==> src/rtl/dmairq_pkg.sv <==
package dmairq_pkg;

  localparam int MAX_CH   = 64;
  localparam int CH_IDX_W = $clog2(MAX_CH);
  localparam int WORD_W   = 32;

  typedef enum logic [2:0] {
    RD_ZERO,
    RD_STAT_LO,
    RD_STAT_HI,
    RD_MASK_LO,
    RD_MASK_HI
  } rdSel_e;

  typedef struct packed {
    logic                clrLo;
    logic                clrHi;
    logic                maskLo;
    logic                maskHi;
    logic                rstHit;
    logic [CH_IDX_W-1:0] rstCh;
    logic                rdEn;
    rdSel_e              rdSel;
  } ctrlStrobes_t;

endpackage

==> src/rtl/dmairq_ctrl.sv <==
module dmairq_ctrl
  import dmairq_pkg::*;
#(
  parameter int NUM_CH = 64,
  parameter int ADDR_W = 12
) (
  input  logic              clk,
  input  logic              rstN,
  input  logic [ADDR_W-1:0] busAddr,
  input  logic              busWrite,
  input  logic              busRead,
  output ctrlStrobes_t      st
);

  localparam logic [ADDR_W-1:0] OFF_STAT_LO = ADDR_W'(12'h00C);
  localparam logic [ADDR_W-1:0] OFF_STAT_HI = ADDR_W'(12'h010);
  localparam logic [ADDR_W-1:0] OFF_CLR_LO  = ADDR_W'(12'h014);
  localparam logic [ADDR_W-1:0] OFF_CLR_HI  = ADDR_W'(12'h018);
  localparam logic [ADDR_W-1:0] OFF_MASK_LO = ADDR_W'(12'h01C);
  localparam logic [ADDR_W-1:0] OFF_MASK_HI = ADDR_W'(12'h020);
  localparam logic [ADDR_W-1:0] RST_BASE    = ADDR_W'(12'h040);
  localparam logic [ADDR_W-1:0] RST_END     = ADDR_W'(64 + 4 * NUM_CH);
  localparam bit                HAS_HI      = (NUM_CH > WORD_W);

  logic              inRstRange;
  logic [ADDR_W-1:0] rstOffs;

  assign inRstRange = (busAddr >= RST_BASE) && (busAddr < RST_END) &&
                      (busAddr[1:0] == 2'b00);
  assign rstOffs    = busAddr - RST_BASE;

  always_comb begin
    st        = '0;
    st.rdSel  = RD_ZERO;
    st.rdEn   = busRead;
    st.rstCh  = rstOffs[CH_IDX_W+1:2];
    if (busWrite) begin
      st.clrLo  = (busAddr == OFF_CLR_LO);
      st.clrHi  = HAS_HI && (busAddr == OFF_CLR_HI);
      st.maskLo = (busAddr == OFF_MASK_LO);
      st.maskHi = HAS_HI && (busAddr == OFF_MASK_HI);
      st.rstHit = inRstRange;
    end
    if (busAddr == OFF_STAT_LO)                st.rdSel = RD_STAT_LO;
    else if (HAS_HI && busAddr == OFF_STAT_HI) st.rdSel = RD_STAT_HI;
    else if (busAddr == OFF_MASK_LO)           st.rdSel = RD_MASK_LO;
    else if (HAS_HI && busAddr == OFF_MASK_HI) st.rdSel = RD_MASK_HI;
    else                                       st.rdSel = RD_ZERO;
  end

  // a write decodes to at most one register target
  p_one_target_r8: assert property (@(posedge clk) disable iff (!rstN)
    $onehot0({st.clrLo, st.clrHi, st.maskLo, st.maskHi, st.rstHit}));

  // a decoded reset slot always names an existing channel
  p_rst_in_range_r9: assert property (@(posedge clk) disable iff (!rstN)
    st.rstHit |-> (int'(st.rstCh) < NUM_CH));

endmodule

==> src/rtl/dmairq_datapath.sv <==
module dmairq_datapath
  import dmairq_pkg::*;
#(
  parameter int NUM_CH = 64
) (
  input  logic              clk,
  input  logic              rstN,
  input  ctrlStrobes_t      st,
  input  logic [WORD_W-1:0] busWdata,
  input  logic [NUM_CH-1:0] doneIn,
  output logic [WORD_W-1:0] busRdata,
  output logic [NUM_CH-1:0] chanRst,
  output logic              irqOut
);

  logic [NUM_CH-1:0] statusQ;
  logic [NUM_CH-1:0] maskQ;
  logic [NUM_CH-1:0] clrVec;
  logic [NUM_CH-1:0] rstVec;
  logic [NUM_CH-1:0] maskNext;
  logic [NUM_CH-1:0] chanRstQ;
  logic              irqQ;
  logic [WORD_W-1:0] rdataQ;
  logic [MAX_CH-1:0] statFull;
  logic [MAX_CH-1:0] maskFull;
  logic              rstReq;

  assign rstReq = st.rstHit && busWdata[0];

  for (genvar i = 0; i < NUM_CH; i++) begin : g_chan
    logic hitRst;
    assign hitRst    = rstReq && (st.rstCh == CH_IDX_W'(i));
    assign rstVec[i] = hitRst;
    if (i < WORD_W) begin : g_lo
      assign clrVec[i]   = (st.clrLo && busWdata[i]) || hitRst;
      assign maskNext[i] = st.maskLo ? busWdata[i] : maskQ[i];
    end else begin : g_hi
      assign clrVec[i]   = (st.clrHi && busWdata[i-WORD_W]) || hitRst;
      assign maskNext[i] = st.maskHi ? busWdata[i-WORD_W] : maskQ[i];
    end
  end

  for (genvar i = 0; i < MAX_CH; i++) begin : g_pad
    if (i < NUM_CH) begin : g_real
      assign statFull[i] = statusQ[i];
      assign maskFull[i] = maskQ[i];
    end else begin : g_none
      assign statFull[i] = 1'b0;
      assign maskFull[i] = 1'b0;
    end
  end

  always_ff @(posedge clk) begin
    if (!rstN) begin
      statusQ  <= '0;
      maskQ    <= '0;
      chanRstQ <= '0;
      irqQ     <= 1'b0;
    end else begin
      statusQ  <= (statusQ & ~clrVec) | doneIn;
      maskQ    <= maskNext;
      chanRstQ <= rstVec;
      irqQ     <= |(statusQ & maskQ);
    end
  end

  always_ff @(posedge clk) begin
    if (!rstN) begin
      rdataQ <= '0;
    end else if (st.rdEn) begin
      unique case (st.rdSel)
        RD_STAT_LO: rdataQ <= statFull[WORD_W-1:0];
        RD_STAT_HI: rdataQ <= statFull[MAX_CH-1:WORD_W];
        RD_MASK_LO: rdataQ <= maskFull[WORD_W-1:0];
        RD_MASK_HI: rdataQ <= maskFull[MAX_CH-1:WORD_W];
        default:    rdataQ <= '0;
      endcase
    end
  end

  assign busRdata = rdataQ;
  assign chanRst  = chanRstQ;
  assign irqOut   = irqQ;

  // every done pulse leaves its pending bit set, even against a clear
  p_done_sets_r2: assert property (@(posedge clk) disable iff (!rstN)
    1'b1 |=> (($past(doneIn) & ~statusQ) == '0));

  // a pending bit only drops when a clear or reset named it
  p_status_hold_r3: assert property (@(posedge clk) disable iff (!rstN)
    1'b1 |=> (($past(statusQ) & ~$past(clrVec) & ~statusQ) == '0));

  // the interrupt never rises without a pending bit one cycle earlier
  p_irq_source_r7: assert property (@(posedge clk) disable iff (!rstN)
    irqOut |-> $past(statusQ != '0));

  // at most one channel is reset at a time
  p_rst_onehot_r9: assert property (@(posedge clk) disable iff (!rstN)
    $onehot0(chanRst));

  // an accepted reset write produces exactly one pulse next cycle
  p_rst_follows_r9: assert property (@(posedge clk) disable iff (!rstN)
    rstReq |=> $onehot(chanRst));

  // read data holds while no read is requested
  p_rd_hold_r11: assert property (@(posedge clk) disable iff (!rstN)
    !st.rdEn |=> $stable(busRdata));

endmodule

==> src/rtl/dmairq_agg.sv <==
module dmairq_agg
  import dmairq_pkg::*;
#(
  parameter int NUM_CH = 64,
  parameter int ADDR_W = 12
) (
  input  logic              clk,
  input  logic              rstN,
  input  logic [ADDR_W-1:0] busAddr,
  input  logic              busWrite,
  input  logic [31:0]       busWdata,
  input  logic              busRead,
  output logic [31:0]       busRdata,
  input  logic [NUM_CH-1:0] doneIn,
  output logic [NUM_CH-1:0] chanRst,
  output logic              irqOut
);

  ctrlStrobes_t strobes;

  dmairq_ctrl #(
    .NUM_CH (NUM_CH),
    .ADDR_W (ADDR_W)
  ) ctrl_i (
    .clk      (clk),
    .rstN     (rstN),
    .busAddr  (busAddr),
    .busWrite (busWrite),
    .busRead  (busRead),
    .st       (strobes)
  );

  dmairq_datapath #(
    .NUM_CH (NUM_CH)
  ) dp_i (
    .clk      (clk),
    .rstN     (rstN),
    .st       (strobes),
    .busWdata (busWdata),
    .doneIn   (doneIn),
    .busRdata (busRdata),
    .chanRst  (chanRst),
    .irqOut   (irqOut)
  );

endmodule

==> config.mk <==
export PLATFORM = sky130hd
export DESIGN_NAME = dmairq_agg
export DESIGN_NICKNAME = d
export VERILOG_FILES = /design/src/rtl/dmairq_pkg.sv /design/src/rtl/dmairq_ctrl.sv /design/src/rtl/dmairq_datapath.sv /design/src/rtl/dmairq_agg.sv
export SDC_FILE = /design/constraint.sdc
export NUM_CORES = 1
export LEC_CHECK = 0
export BUFFER_PORTS_ARGS = -buffer_cell sky130_fd_sc_hd__buf_4
export CORE_MARGIN = 1.5
export CORE_UTILIZATION = 40
export CTS_BUF_LIST = sky130_fd_sc_hd__clkbuf_16
export CTS_CLUSTER_SIZE = 40
export DETAILED_ROUTE_END_ITERATION = 8
export PLACE_DENSITY = 0.68
export SLEW_MARGIN = 20
export SYNTH_ARGS = -nofsm -noshare
export SYNTH_HDL_FRONTEND = slang
export SYNTH_SLANG_ARGS = --single-unit
==> constraint.sdc <==
create_clock -name clk -period 1.8 [get_ports clk]
set_input_delay 0.36 -clock clk [delete_from_list [all_inputs] [get_ports clk]]
set_output_delay 0.36 -clock clk [all_outputs]
set_load 0.05 [all_outputs]
==> results.json <==
{
  "status": "complete, but fails checks",
  "violations": "DRC",
  "finalHoldViolations": 0,
  "grt_max_degree": 68,
  "antenna_left": 0,
  "postCtsHoldBufs": 0,
  "num_rows": 54,
  "synthToLayoutAreaGrowth_pct": 35.73,
  "cts-root-to-sink-buffers": 3,
  "p_per_area_nw_per_um2": 899.0,
  "internal-power_uw": 8359,
  "pre_cts_slack_ps": -205.5,
  "min_period_over_period": 0.9019,
  "hp-class": "in2reg",
  "core_area_um2": 21960,
  "switching_share": 0.2402,
  "wl_per_cell_um": 21.53,
  "r2r-start": "dp_i.statFull[6]",
  "worst_pin_slew_ps": 475.1,
  "avgSynthCellArea_um2": 9.089,
  "power_switching_uw": 2642,
  "crit_slowest_cell": "dfxtp_1",
  "drcViolationCount": 10,
  "synth_cells": 992,
  "synth-edff-count": 0,
  "grt_overflow": 0,
  "grt_pass1_wl_um": 50920,
  "grt_pass1_vias": 8481,
  "synth_top_family_by_area": "compound AO/OA/AOI/OAI gates",
  "vias_per_cell": 5.783,
  "synth_top_area_cell": "dfxtp_1",
  "start_util": 0.4106,
  "h-tree-depth": 1,
  "holdCritStartpoint": "doneIn[21]",
  "n_fill_cell": 1970,
  "finClkSkew_ps": 7.667,
  "vdd_ir_drop_max_uv": 794.1,
  "grt_setup_unrepaired": "false",
  "fp.dieW_um": 153.1,
  "p_leak_uw": 0.005082,
  "slew_headroom": 0.6833,
  "synth-seq-area-share": 0.4996,
  "arrival_ps": 1970,
  "drive_gt1_frac": 0.2803,
  "die_y_um": 153.1,
  "utilization": 0.5573,
  "wl_um": 33100,
  "path_clk_slew_ps": 60,
  "crit_type": "reg2reg",
  "nets": 1352,
  "antenna_found_initial": 2,
  "synthXorXnorAreaFrac": 0,
  "yosys_register_bits": 225,
  "io_pins": 209,
  "cts_buffers": 25,
  "fin_setup_tns_ps": 0,
  "synth_fp_nets": 1104,
  "setup_viol": 0,
  "worstPathRequired_ps": 2150,
  "yosys.area.top_type_share": 0.4996,
  "synthDistinctLibCells": 41,
  "drv_cap": 0,
  "endpoint_kind": "flip-flop",
  "yosys.area_share.adder": 0,
  "p_comb_frac": 0.077,
  "async_flop_share": 0,
  "synth-simple-area-share": 0.1751,
  "crit_fanout": 3,
  "clk_latency_ps": 520,
  "hpwl_um": 23920,
  "max_freq_mhz": 616.0,
  "place_congestion": 0.8792,
  "ys_dominant_reg_cell": "dfxtp_1",
  "drt_iter0_markers": 758,
  "crit_chain": "a22o_1 -> a221oi_1 -> nand3_1 -> nor3_1 -> a21boi_0",
  "synthMuxAreaShare": 0,
  "die_area_um2": 23450,
  "drv_slew": 0,
  "cts_tree": "done",
  "cts_root_buffer": "clkbuf_16",
  "power_frac_clock": 0.446,
  "ys_top_cells_by_area": "dfxtp_1 50%, nand2_1 9.1%, a221oi_1 8.6%, a21o_1 4.0%, a22o_1 4.0%",
  "drt_pass1_iterations": 9,
  "numClockSinks": 225,
  "cp-start-kind": "flip-flop",
  "vias": 8888,
  "syn-cell-area_um2": 9016,
  "cpPeakStageDelay_ps": 330,
  "layout_min_cycle_time_ps": 1623,
  "crit_path_start": "dp_i.statFull[6]",
  "yosys_warnings": 0,
  "fin_ws_ps": 176.5,
  "p_seq_frac": 0.477,
  "synth_compound_area_frac": 0.2818,
  "io_buffers": 208,
  "track_usage": 0.2794,
  "reg2reg_slack_ps": 180
}
## path summary, 6_finish.rpt
kind | to | cells past startpoint
max | dp_i.irqOut | 5
min | dp_i.statFull[21] | 2
min reg2reg | dp_i.busRdata[25] | 2
max reg2reg | dp_i.irqOut | 5
## cells in the mapped netlist, drive strengths merged, types with 3 or more instances
| library cell | n |
|---|---|
| nand2 | 221 |
| nor3 | 11 |
| a22o | 41 |
| nor2 | 83 |
| a21boi | 65 |
| nand3 | 8 |
| a221oi | 89 |
| buf | 36 |
| nor3b | 3 |
| nand2b | 5 |
| a21oi | 15 |
| o21a | 16 |
| nand4 | 10 |
| o21ai | 46 |
| and3 | 3 |
| and2b | 3 |
| clkbuf | 37 |
| a22oi | 14 |
| dfxtp | 225 |
| a21o | 48 |
## worst max-delay path, delay by kind of cell, from the launching register on
family / cells / cell delay (ps)
compound gates: 3 / 770
simple gates: 2 / 360
flops: 1 / 330
## registers in the layout, indices dropped and copies added, names as in the netlist
register and cells:
dp_i.chanRst 64, dp_i.statFull 64, dp_i.irqOut 1, dp_i.maskFull 64, dp_i.busRdata 32
## cells by family after synthesis
logic type,after synthesis
AOI/OAI and AO/OA,337
and+or+nand+nor,355
DFF,225
buffers and inverters,75
## cells in the final DEF, fill, tap and decap left out, drive strengths merged, types with 2 or more instances in the layout
| master | instances |
|---|---|
| nand3 | 8 |
| inv | 6 |
| o21ai | 46 |
| a22oi | 14 |
| dfxtp | 225 |
| nor2b | 2 |
| a211oi | 2 |
| nor4 | 2 |
| nand4b | 2 |
| clkinv | 10 |
| nor3 | 11 |
| a21boi | 65 |
| nand4 | 10 |
| nand2 | 221 |
| nor3b | 3 |
| nand2b | 5 |
| o21a | 16 |
| a21o | 48 |
| bufinv | 2 |
| clkbuf | 25 |
| a22o | 41 |
| and2b | 3 |
| a221oi | 89 |
| nor2 | 83 |
| clkinvlp | 2 |
| a21oi | 15 |
| and3 | 3 |
| buf | 294 |
## per-stage QoR
stage,power [µW],instances,area [µm²],hold WS [ps]
after global routing,11320,1537,12240,20.35
after CTS,11040,1536,12230,24.62
after detailed placement,6190,1493,11450,440.5
after floorplan,5678,992,9016,447.5
final,11000,1537,12240,32.59
after global placement,6176,1493,11450,437.1
## power by group through the flow
stage               Clock [µW]  Combinational (µW)  Sequential (µW)
floorplan                    0                 392             5290
detailed placement           0                 843             5350
CTS                       4960                 846             5240
finish                    4900                 852             5240
global route              5150                 914             5260
global placement             0                 831             5350
## routing by layer
layer,track usage,wire (µm),vias to the layer above
li1,-,-,4086
met1,0.3744,13430,4240
met2,0.4368,14920,490
met3,0.06890,3546,72
met4,0.1008,1206,0
met5,0,0,-
## layout make-up
type | instances | area, µm² | share of cell area
Timing Repair Buffer | 294 | 2457 | 0.2008
Clock buffer | 25 | 625.6 | 0.05112
Sequential cell | 225 | 4504 | 0.3681
Tap cell | 280 | 350.3 | 0.02863
Inverter | 2 | 7.507 | 0.0006134
Clock inverter | 18 | 148.9 | 0.01217
Multi-Input combinational cell | 692 | 4141 | 0.3384
Antenna cell | 1 | 2.502 | 0.0002045
## timing repair
action / 4_1_cts / 5_1_grt
endpoints found under the setup margin: 0 / 1
buffers inserted: 0 / 0
gates resized for setup: 0 / 1
Power figures use the tool's default switching activity.
